==> src/rtl/qlock_pkg.sv <==
package qlock_pkg;
  // circular slot arithmetic shared by allocator and flag array
  function automatic int slot_add(input int base, input int off, input int n);
    return (base + off) % n;
  endfunction

  function automatic int ones(input logic [31:0] v);
    int c;
    c = 0;
    for (int k = 0; k < 32; k++) c += int'(v[k]);
    return c;
  endfunction
endpackage

==> src/rtl/qlock_alloc.sv <==
module qlock_alloc
  import qlock_pkg::*;
#(
  parameter int N_PORTS = 6,
  parameter int N_SLOTS = 4,
  parameter int SW = 2,
  parameter int CW = 3
) (
  input  logic [N_PORTS-1:0] acq_req,
  input  logic [N_PORTS-1:0] busy,
  input  logic [SW-1:0]      tail,
  input  logic [CW-1:0]      free_cnt,
  output logic [N_PORTS-1:0] take,
  output logic [SW-1:0]      give_slot [N_PORTS],
  output logic [CW-1:0]      n_take,
  output logic               refused
);
  // fixed priority: lowest port index is served first
  always_comb begin
    int acc;
    acc = 0;
    take = '0;
    refused = 1'b0;
    for (int i = 0; i < N_PORTS; i++) begin
      give_slot[i] = SW'(slot_add(int'(tail), acc, N_SLOTS));
      if (acq_req[i] && !busy[i]) begin
        if (acc < int'(free_cnt)) begin
          take[i] = 1'b1;
          acc = acc + 1;
        end else begin
          refused = 1'b1;
        end
      end
    end
    n_take = CW'(acc);
  end
endmodule

==> src/rtl/qlock_flags.sv <==
module qlock_flags
  import qlock_pkg::*;
#(
  parameter int N_SLOTS = 4,
  parameter int SW = 2
) (
  input  logic               clk,
  input  logic               rst_n,
  input  logic               rel_fire,
  input  logic [SW-1:0]      rel_slot,
  output logic [N_SLOTS-1:0] flags_q
);
  logic [SW-1:0] succ_slot;
  assign succ_slot = SW'(slot_add(int'(rel_slot), 1, N_SLOTS));

  for (genvar j = 0; j < N_SLOTS; j++) begin : g_flag
    logic clr_j, set_j;
    assign clr_j = rel_fire && (int'(rel_slot) == j);
    assign set_j = rel_fire && (int'(succ_slot) == j);
    always_ff @(posedge clk) begin
      if (!rst_n)     flags_q[j] <= (j == 0);
      else if (set_j) flags_q[j] <= 1'b1;
      else if (clr_j) flags_q[j] <= 1'b0;
    end
  end

  // the lock token lives in exactly one flag
  a_r5_single_flag: assert property (@(posedge clk) disable iff (!rst_n)
    $onehot(flags_q));
  // after a release the released slot's flag is raised at its successor
  a_r6_flag_moves: assert property (@(posedge clk) disable iff (!rst_n)
    rel_fire |=> flags_q[SW'(slot_add(int'($past(rel_slot)), 1, N_SLOTS))]);
endmodule

==> src/rtl/qlock_unit.sv <==
module qlock_unit
  import qlock_pkg::*;
#(
  parameter int N_PORTS = 6,
  parameter int N_SLOTS = 4,
  localparam int SW = (N_SLOTS > 1) ? $clog2(N_SLOTS) : 1,
  localparam int CW = $clog2(N_SLOTS + 1)
) (
  input  logic                  clk,
  input  logic                  rst_n,
  input  logic [N_PORTS-1:0]    acq_req,
  input  logic [N_PORTS-1:0]    rel_req,
  output logic [N_PORTS-1:0]    acq_ack,
  output logic [N_PORTS*SW-1:0] port_slot,
  output logic [N_PORTS-1:0]    grant,
  output logic [CW-1:0]         waiters,
  output logic                  ovf_err,
  output logic                  rel_err
);
  logic [N_PORTS-1:0] busy_q, grant_q, ack_q;
  logic [SW-1:0]      slot_q [N_PORTS];
  logic [SW-1:0]      tail_q;
  logic               ovf_q, relerr_q;

  // named internal events
  logic [N_PORTS-1:0] rel_ok, rel_bad, take;
  logic               rel_fire, refused;
  logic [SW-1:0]      rel_slot;
  logic [SW-1:0]      give_slot [N_PORTS];
  logic [CW-1:0]      n_take, free_cnt, busy_cnt;
  logic [N_SLOTS-1:0] flags;

  assign rel_ok   = rel_req & grant_q;
  assign rel_bad  = rel_req & ~grant_q;
  assign rel_fire = |rel_ok;
  assign busy_cnt = CW'(ones(32'(busy_q)));
  assign free_cnt = CW'(N_SLOTS - int'(busy_cnt));

  always_comb begin
    rel_slot = '0;
    for (int i = 0; i < N_PORTS; i++)
      if (grant_q[i]) rel_slot = slot_q[i];
  end

  qlock_alloc #(.N_PORTS(N_PORTS), .N_SLOTS(N_SLOTS), .SW(SW), .CW(CW)) u_alloc (
    .acq_req(acq_req), .busy(busy_q), .tail(tail_q), .free_cnt(free_cnt),
    .take(take), .give_slot(give_slot), .n_take(n_take), .refused(refused)
  );

  qlock_flags #(.N_SLOTS(N_SLOTS), .SW(SW)) u_flags (
    .clk(clk), .rst_n(rst_n), .rel_fire(rel_fire), .rel_slot(rel_slot),
    .flags_q(flags)
  );

  for (genvar i = 0; i < N_PORTS; i++) begin : g_port
    always_ff @(posedge clk) begin
      if (!rst_n) begin
        busy_q[i]  <= 1'b0;
        grant_q[i] <= 1'b0;
        ack_q[i]   <= 1'b0;
        slot_q[i]  <= '0;
      end else begin
        ack_q[i]   <= take[i];
        grant_q[i] <= busy_q[i] && !rel_ok[i] && flags[slot_q[i]];
        if (take[i]) begin
          busy_q[i] <= 1'b1;
          slot_q[i] <= give_slot[i];
        end else if (rel_ok[i]) begin
          busy_q[i] <= 1'b0;
        end
      end
    end
    assign port_slot[i*SW +: SW] = slot_q[i];

    // a granted port's own flag is the one that is set
    a_r4_grant_on_flag: assert property (@(posedge clk) disable iff (!rst_n)
      grant_q[i] |-> flags[slot_q[i]]);
  end

  always_ff @(posedge clk) begin
    if (!rst_n) begin
      tail_q   <= '0;
      ovf_q    <= 1'b0;
      relerr_q <= 1'b0;
    end else begin
      tail_q   <= SW'(slot_add(int'(tail_q), int'(n_take), N_SLOTS));
      ovf_q    <= refused;
      relerr_q <= |rel_bad;
    end
  end

  assign acq_ack = ack_q;
  assign grant   = grant_q;
  assign waiters = busy_cnt;
  assign ovf_err = ovf_q;
  assign rel_err = relerr_q;

  // mutual exclusion
  a_r5_one_grant: assert property (@(posedge clk) disable iff (!rst_n)
    $onehot0(grant_q));
  // ticket count never exceeds the slot count
  a_r10_count_bound: assert property (@(posedge clk) disable iff (!rst_n)
    int'(waiters) <= N_SLOTS);
  // an error pulse needs a release from a non-holder one cycle before
  a_r8_bad_release: assert property (@(posedge clk) disable iff (!rst_n)
    rel_err |-> $past(rel_req & ~grant_q) != '0);
  // a refusal needs a pending request from an idle port one cycle before
  a_r7_overflow: assert property (@(posedge clk) disable iff (!rst_n)
    ovf_err |-> $past(acq_req & ~busy_q) != '0);
endmodule

==> config.mk <==
export PLATFORM = sky130hd
export DESIGN_NAME = qlock_unit
export DESIGN_NICKNAME = d
export VERILOG_FILES = /design/src/rtl/qlock_pkg.sv /design/src/rtl/qlock_alloc.sv /design/src/rtl/qlock_flags.sv /design/src/rtl/qlock_unit.sv
export SDC_FILE = /design/constraint.sdc
export NUM_CORES = 1
export LEC_CHECK = 0
export CORE_MARGIN = 5
export CORE_UTILIZATION = 45
export DETAILED_ROUTE_END_ITERATION = 7
export GPL_TIMING_DRIVEN = 0
export PLACE_DENSITY_LB_ADDON = 0.25
export SLEW_MARGIN = 20
export SYNTH_ARGS = -nofsm -noshare
export SYNTH_HDL_FRONTEND = slang
export SYNTH_SLANG_ARGS = --single-unit
==> constraint.sdc <==
create_clock -name clk -period 7.35 [get_ports clk]
set_input_delay 0.735 -clock clk [delete_from_list [all_inputs] [get_ports clk]]
set_output_delay 0.735 -clock clk [all_outputs]
set_load 0.02 [all_outputs]
==> results.yml, run 1 <==
yosys:
  synth_nets: 302
  muxShareOfSynthArea_pct: 6.45
  synth-edff-count: 12
  synth_top_family_by_area: "simple AND/OR/NAND/NOR gates"
  synthesis.area_mm2: 0.00262
  synth_cells: 270
  synth-compound-area-share_pct: 17.8
  ys_ff_latch: 38
  yosys-top-cells-area: "dfxtp_1, edfxtp_1, ha_1"
  synthDominantCellAreaShare_pct: 19.9
  synth.most_common_cell: "dfxtp_1"
  synth-main-ff-cell: "dfxtp_1"
  ys_seq_area_share_pct: 33.6
  synth_cell_types: 55
  async_flop_share_pct: 0
  synthSimpleGateAreaFrac_pct: 22.1
  yosys_warnings: 0
  syn_avg_cell_area_um2: 9.70
  synth-xor-area-share_pct: 6.07
  synth_common_cells: "dfxtp_1, a21oi_1, and3_1, inv_1, nand2_1"
  synth_area_leader_cell: "dfxtp_1"
  synth_fa_ha_area_share_pct: 9.84
cells_and_area:
  multi_input_area_mm2: 0.00176
  n_fill_cell: 477
  antenna_cells: 0
  regArea_um2: 886
  nets: 362
  drive_gt1_share_pct: 18.4
  area_growth_pct: 31.1
route:
  drc: 0
  routed-via-count: 2245
  ant_nets: 0
  vias_per_cell: 5.57
  first_iter_violations: 134
  drtPass1Iterations: 4
  wl_per_cell_um: 16.9
  routed_wirelength_um: 6810
global_routing:
  overflow: 0
  grt_pass1_vias: 2217
  antenna_found_initial: 0
  track_usage_pct: 18.6
  grt_pass1_wl_um: 10900
  grt_max_degree: 13
setup_path:
  crit_path_max_incr_delay_ns: 0.59
  crit_slowest_cell: "or4b_4"
  cp_max_fo: 5
  critPathArrivalTime_ns: 7.31
  ff2ff_path_depth: 30
  cp_data_required_time_ns: 7.54
  end_kind: "flip-flop"
  critical_path_class: "flip-flop to flip-flop"
  startpoint_type: "flip-flop"
  cpMostUsedCell: "ha_1"
clock_network:
  clk_pin_slew_worst_paths_ns: 0.08
  cts_root_buf: "clkbuf_8"
  cts_made_buffers: 5
  htree_levels: 2
  clock_sinks: 38
  cts_buffer_depth: 2
  cts_tree: "done"
  clock_latency_ns: 0.29
timing:
  hold_viol_final: 0
  setup_viol: 0
  min_period_ns: 7.12
  drv_slew: 0
  fin_skew_ns: 0.00295
  fmax_mhz: 140
  worstMarginPinSlew_ns: 0.659
  post-route-period-util_pct: 96.9
  whs_ns: 0.567
  max_slew_margin_pct: 56.1
worst_hold_path:
  worstHoldPathType: "flip-flop to flip-flop"
  hold-path-cell-count: 2
die:
  fp.dieArea_mm2: 0.00745
  die_h_um: 86.3
  die_x_um: 86.3
  core_area_mm2: 0.00557
  start_util_pct: 47.0
  ios: 43
  rows: 27
job:
  drv_cap: 0
place:
  place_congestion: 0.809
  hpwl_um: 5010
  portBuffers: 42
run_status:
  status: "finished, final reports clean"
==> critical path: cells and delay by family (launching register included) <==
family                   cells  cell delay (ns)
AO/OA/AOI/OAI                8             1.11
XOR/XNOR                     3             0.41
adder cells (fa/ha/maj)      8             2.84
buffers and inverters        2             0.14
flip-flops                   1             0.37
AND/OR/NAND/NOR              9             2.15
==> flip-flops by register name, indices dropped and copies added (netlist names) <==
| name | flops |
|---|---|
| ovf_err | 1 |
| rel_err | 1 |
| busy_q | 6 |
| grant | 6 |
| u_flags.flags_q | 4 |
| slot_q | 12 |
| tail_q | 2 |
| acq_ack | 6 |
==> through the flow <==
stage | setup TNS (ns) | instance area (um^2) | instances | setup WS [ns] | utilization [%]
6_report | 0 | 3430 | 403 | 0.231 | 61.6
5_1_grt | -0.117 | 3430 | 403 | -0.117 | 61.6
4_1_cts | 0 | 3320 | 396 | 0.0297 | 59.5
3_5_place_dp | -1.67 | 3130 | 384 | -0.774 | 56.1
3_3_place_gp | -1.15 | 3130 | 384 | -0.639 | 56.1
2_1_floorplan | 0 | 2620 | 270 | 0.0474 | -
==> path summary, 6_finish.rpt <==
path / slack [ns] / start / end
setup / recovery: 0.23 / busy_q[1] / tail_q[1]
hold / removal: 0.57 / u_flags.flags_q[1] / u_flags.flags_q[1]
setup reg to reg: 0.23 / busy_q[1] / tail_q[1]
hold reg to reg: 0.57 / u_flags.flags_q[1] / u_flags.flags_q[1]
==> metal layers <==
layer	GRT usage, %	share of wire, %	vias to the layer above
li1	-	-	1088
met4	7.51	2.6	0
met2	31.3	49	76
met5	0	0	-
met3	3.42	7.0	11
met1	23.7	41	1070
==> layout make-up <==
class | instances | share of cell area, %
clock buffers | 6 | 2.41
flip-flops and latches | 38 | 25.8
plain buffers | 8 | 1.13
repair buffers | 53 | 14.7
multi-input cells | 207 | 51.1
inverters | 17 | 1.86
well taps | 72 | 2.62
clock inverters | 2 | 0.365
==> cell usage in the layout (no fill, tap or decap), types with 2 or more instances in the layout <==
master	count
a211oi_4	3
a21boi_0	6
a21o_1	2
a21oi_1	15
a221oi_1	2
a22oi_1	3
and2_1	11
and3_1	17
buf_4	11
clkbuf_1	6
clkbuf_8	6
clkdlybuf4s50_1	42
dfxtp_1	24
edfxtp_1	12
fa_1	2
ha_1	15
inv_1	15
inv_2	2
mux2i_1	2
mux4_2	6
nand2_1	16
nand2b_1	11
nand3_1	3
nor2_1	8
nor2_4	2
nor2b_1	8
nor3_1	3
o21a_1	9
o21ai_0	8
o22ai_1	3
o31a_1	2
or3b_4	2
xnor2_1	12
xor2_1	3
==> cells by family after synthesis <==
family,after synthesis
flops,38
xor+xnor,16
compound gates,66
simple gates,96
fa+ha+maj,19
other cells,1
buf+inv,25
mux,9
==> repair_timing <==
item                       in CTS  in global routing
setup endpoints to repair       6                  2
pin swaps                       4                 12
setup buffers                   4                  7
resized for setup              13                 17
hold buffers                    0                  0
Power of run 1 is not shown: default switching activity piles up to over one toggle a cycle in this logic, so the estimate is an artifact.
==> inputs of run 2 (changes only) <==
GPL_TIMING_DRIVEN = 1   (was 0)
==> run 2 against run 1 <==
Effect of this change:
- critical path depth is the same
- worst setup slack gained 0.13 ns
- count of clock-buffer cells in the layout grew 2
- via count shrank 3.2%
- die area is the same
- final cell count shrank 1.5%
- worst hold slack gained 0.0052 ns
- utilization shrank 0.40 points
- critical endpoint unchanged
- largest cell class unchanged
==> results.yml, run 2 (synthesis results as in run 1) <==
run_status:
  status: "finished, final reports clean"
setup_path:
  critical_path_class: "flip-flop to flip-flop"
  cp_max_fo: 5
  critical_path.endpoint: "tail_q[1]"
  r2r_setup_slack_ns: 0.37
  r2r_end: "tail_q[1]"
  critPathArrivalTime_ns: 7.17
  cp_data_required_time_ns: 7.53
  crit_path_max_incr_delay_ns: 0.54
  ff2ff_path_depth: 30
  cpMostUsedCell: "ha_1"
  end_kind: "flip-flop"
  r2r_start: "busy_q[1]"
  crit_start: "busy_q[1]"
  startpoint_type: "flip-flop"
  crit_slowest_cell: "fa_1"
route:
  wl_per_cell_um: 16.0
  ant_nets: 0
  first_iter_violations: 65
  routed-via-count: 2173
  drtPass1Iterations: 4
  drc: 0
  vias_per_cell: 5.47
  routed_wirelength_um: 6340
cells_and_area:
  largest_register_ffs: 12
  final_common_cell: "clkdlybuf4s50_1"
  final_util_pct: 61.2
  final_cells: 397
  drive_gt1_share_pct: 18.8
  area_growth_pct: 30.2
  antenna_cells: 0
  final_cell_mix: "clkdlybuf4s50_1, dfxtp_1, nand2_1, and3_1, a21oi_1"
  nets: 356
  top_register: "slot_q"
clock_network:
  hold_buffers: 0
  htree_levels: 2
  cts_made_buffers: 5
  clock_latency_ns: 0.29
  cts_buffer_depth: 2
  cts_root_buf: "clkbuf_8"
  cts_tree: "done"
  clock_sinks: 38
  clk_pin_slew_worst_paths_ns: 0.08
die:
  rows: 27
  start_util_pct: 47.0
  die_h_um: 86.3
  core_area_mm2: 0.00557
  ios: 43
  die_x_um: 86.3
  fp.dieArea_mm2: 0.00745
global_routing:
  grt.busiest_layer: "met2"
  grtUsageMet1_pct: 22.7
  grt_pass1_vias: 2188
  grt_max_degree: 41
  track_usage_pct: 17.8
  antenna_found_initial: 0
  met2_usage_pct: 28.9
  grt_pass1_wl_um: 10500
  grt_use_met3_pct: 3.33
  overflow: 0
timing:
  fin_skew_ns: 0.00822
  finalSetupTns_ns: 0
  post-route-period-util_pct: 95.0
  drv_slew: 0
  fmax_mhz: 143
  max_slew_margin_pct: 60.6
  setup_viol: 0
  hold_viol_final: 0
  worstMarginPinSlew_ns: 0.591
  min_period_ns: 6.98
place:
  place_congestion: 0.837
  dp_cells: 384
  portBuffers: 42
  hpwl_um: 4940
job:
  drv_cap: 0
worst_hold_path:
  worstHoldPathType: "flip-flop to flip-flop"
run 2: worst min-delay path by stage:
stage	from	end	slack [ns]	cells past startpoint
6_report	u_flags.flags_q[2]	u_flags.flags_q[2]	0.57	2
5_1_grt	u_flags.flags_q[0]	u_flags.flags_q[0]	0.64	2
4_1_cts	u_flags.flags_q[2]	u_flags.flags_q[2]	0.58	2
3_5_place_dp	u_flags.flags_q[2]	u_flags.flags_q[2]	0.57	2
3_3_place_gp	u_flags.flags_q[1]	u_flags.flags_q[1]	0.55	2
2_1_floorplan	u_flags.flags_q[1]	u_flags.flags_q[1]	0.49	2
run 2: critical path, delay by kind of cell, from the launching register on:
family / cells / cell delay (ns)
AOI/OAI and AO/OA: 8 / 1.17
xor gates and xnor gates: 3 / 0.42
adders and majority gates: 8 / 2.76
buffers and inverters: 2 / 0.12
DFF: 1 / 0.36
and+or+nand+nor: 9 / 2.06
run 2: through the flow:
step	worst slack, ns	cell area, um^2	hold slack, ns
finish	0.365	3410	0.572
global route	-0.00422	3410	0.637
detailed placement	-0.0922	3150	0.567
CTS	0.00609	3290	0.578
global placement	0.113	3150	0.555
floorplan	0.0474	2620	0.489
run 2: repair_timing:
item | in CTS | in global routing
pin swaps | 2 | 8
resized for setup | 6 | 22
buffers inserted | 1 | 4
endpoints found under the setup margin | 1 | 2
run 2: layout make-up:
class	instances	area, um^2
fillers	481	2160
well taps	72	90.1
multi-input cells	207	1750
clock buffers	8	101
flip-flops and latches	38	883
inverters	17	63.8
repair buffers	55	518
run 2: layer usage:
metal	part of all wire, %	wire length, um	vias up
met5	0	0	-
met4	3.4	214	0
met3	5.7	364	16
met2	47	2980	64
met1	44	2770	1008
li1	-	-	1085
Power of run 2 is left out for the same reason.
==> inputs of run 3 (changes only) <==
ABC_AREA = 1   (was default)
==> run 3 against run 2 <==
Effect of this change:
- sequential share of layout area increased by 2.6 points
- final cell count increased by 14%
- first-iteration DRC count increased by 130%
- utilization decreased by 4.7 points
- critical path depth increased by 12
- cell area decreased by 9.4%
- via count increased by 3.5%
- synthesized area decreased by 4.3%
- critical path type unchanged
- highest routed layer unchanged
==> results.yml, run 3 <==
run_status:
  status: "finished, final reports clean"
global_routing:
  grt_pass1_wl_um: 9940
  met2_usage_pct: 28.8
  overflow: 0
  grt_pass1_vias: 2178
  grt_use_met3_pct: 4.22
  antenna_found_initial: 0
  grt_max_degree: 18
  track_usage_pct: 17.0
  grtUsageMet1_pct: 20.5
  grt.busiest_layer: "met2"
yosys:
  synthesis.area_mm2: 0.00250
  synth-main-ff-cell: "dfxtp_1"
  synthDominantCellAreaShare_pct: 20.8
  synth_top_family_by_area: "simple AND/OR/NAND/NOR gates"
  synth.most_common_cell: "nand2_1"
  yosys-top-cells-area: "dfxtp_1, edfxtp_1, nand2_1"
  synthSimpleGateAreaFrac_pct: 27.8
  synth_cell_types: 40
  synth_fa_ha_area_share_pct: 9.89
  ys_ff_latch: 38
  async_flop_share_pct: 0
  synth_nets: 365
  synth-edff-count: 12
  syn_avg_cell_area_um2: 7.52
  synth_cells: 333
  synth-xor-area-share_pct: 2.80
  ys_seq_area_share_pct: 35.2
  muxShareOfSynthArea_pct: 0
  synth_common_cells: "nand2_1, inv_1, nor2_1, dfxtp_1, a21oi_1"
  synth-compound-area-share_pct: 14.2
  yosys_warnings: 0
  synth_area_leader_cell: "dfxtp_1"
timing:
  rsz0062_at_grt: "no"
  setup_viol: 0
  fmax_mhz: 151
  max_slew_margin_pct: 54.7
  hold_viol_final: 0
  drv_slew: 0
  finalSetupTns_ns: 0
  post-route-period-util_pct: 90.3
  worstMarginPinSlew_ns: 0.678
  fin_skew_ns: 0.00334
  min_period_ns: 6.64
route:
  wl_per_cell_um: 13.0
  routed-via-count: 2248
  drtPass1Iterations: 4
  first_iter_violations: 149
  routed_wirelength_um: 5860
  drc: 0
  vias_per_cell: 4.97
  ant_nets: 0
clock_network:
  htree_levels: 2
  clk_pin_slew_worst_paths_ns: 0.07
  clock_sinks: 38
  hold_buffers: 0
  cts_root_buf: "clkbuf_8"
  cts_tree: "done"
  cts_made_buffers: 5
  clock_latency_ns: 0.29
  cts_buffer_depth: 2
die:
  fp.dieArea_mm2: 0.00716
  die_h_um: 84.6
  die_x_um: 84.6
  core_area_mm2: 0.00547
  start_util_pct: 45.8
  rows: 27
  ios: 43
cells_and_area:
  final_common_cell: "nand2_1"
  largest_register_ffs: 12
  final_cell_mix: "nand2_1, inv_1, clkdlybuf4s50_1"
  antenna_cells: 0
  drive_gt1_share_pct: 9.74
  nets: 411
  final_cells: 452
  top_register: "slot_q"
  area_growth_pct: 23.3
place:
  portBuffers: 42
  place_congestion: 0.862
  hpwl_um: 4820
  dp_cells: 444
setup_path:
  cp_data_required_time_ns: 7.53
  cpMostUsedCell: "nand2_1"
  critPathArrivalTime_ns: 6.82
  crit_slowest_cell: "fa_1"
  startpoint_type: "flip-flop"
  crit_path_max_incr_delay_ns: 0.61
  cp_max_fo: 6
  critical_path_class: "flip-flop to flip-flop"
  end_kind: "flip-flop"
worst_hold_path:
  worstHoldPathType: "flip-flop to flip-flop"
job:
  drv_cap: 0
run 3: final timing paths:
path | slack (ns) | cells past startpoint | end | startpoint
worst min register to register | 0.49 | 2 | grant[1] | busy_q[1]
worst max-delay path | 0.71 | 42 | tail_q[1] | busy_q[0]
worst max register to register | 0.71 | 42 | tail_q[1] | busy_q[0]
worst min-delay path | 0.49 | 2 | grant[1] | busy_q[1]
run 3: through the flow:
step | instance area [um^2] | setup WS [ns] | hold slack (ns) | utilization, %
finish | 3090 | 0.712 | 0.493 | 56.4
global route | 3090 | 0.0620 | 0.552 | 56.4
CTS | 3090 | 0.626 | 0.499 | 56.4
detailed placement | 3000 | 0.659 | 0.483 | 54.7
global placement | 3000 | 0.840 | 0.483 | 54.7
floorplan | 2500 | 1.06 | 0.462 | -
run 3: logic make-up (layout without fill, tap and decap cells):
kind of cell | Yosys count | count (layout)
AOI/OAI and AO/OA | 59 | 59
xor gates and xnor gates | 8 | 8
adders and majority gates | 18 | 18
buffers and inverters | 64 | 111
DFF | 38 | 38
other | 1 | 1
and+or+nand+nor | 145 | 145
run 3: cell type report:
| cell class | instances | area, um^2 |
|---|---|---|
| clock inverter | 2 | 7.51 |
| inverter | 61 | 230 |
| timing repair buffer | 42 | 420 |
| fill | 552 | 2380 |
| multi-input combinational | 231 | 1380 |
| clock buffer | 6 | 82.6 |
| tap | 72 | 90.1 |
| sequential | 38 | 881 |
run 3: per-layer routing:
metal	part of all wire [%]	up-vias
met5	0	-
met4	3.1	0
met3	5.8	16
met2	47	63
met1	44	993
li1	-	1176
run 3: worst max-delay path: cells and delay by family (launching register included):
| kind | cells | cell delay, ns |
|---|---|---|
| buffers and inverters | 9 | 0.60 |
| adder cells (fa/ha/maj) | 8 | 2.70 |
| flip-flops | 1 | 0.38 |
| AND/OR/NAND/NOR | 18 | 1.75 |
| XOR/XNOR | 2 | 0.20 |
| AO/OA/AOI/OAI | 5 | 0.89 |
run 3: timing repair:
action                                  4_1_cts  5_1_grt
endpoints found under the setup margin        0        1
setup buffers                                 0        0
gates resized for setup                       0        1
Power of run 3 is left out for the same reason.
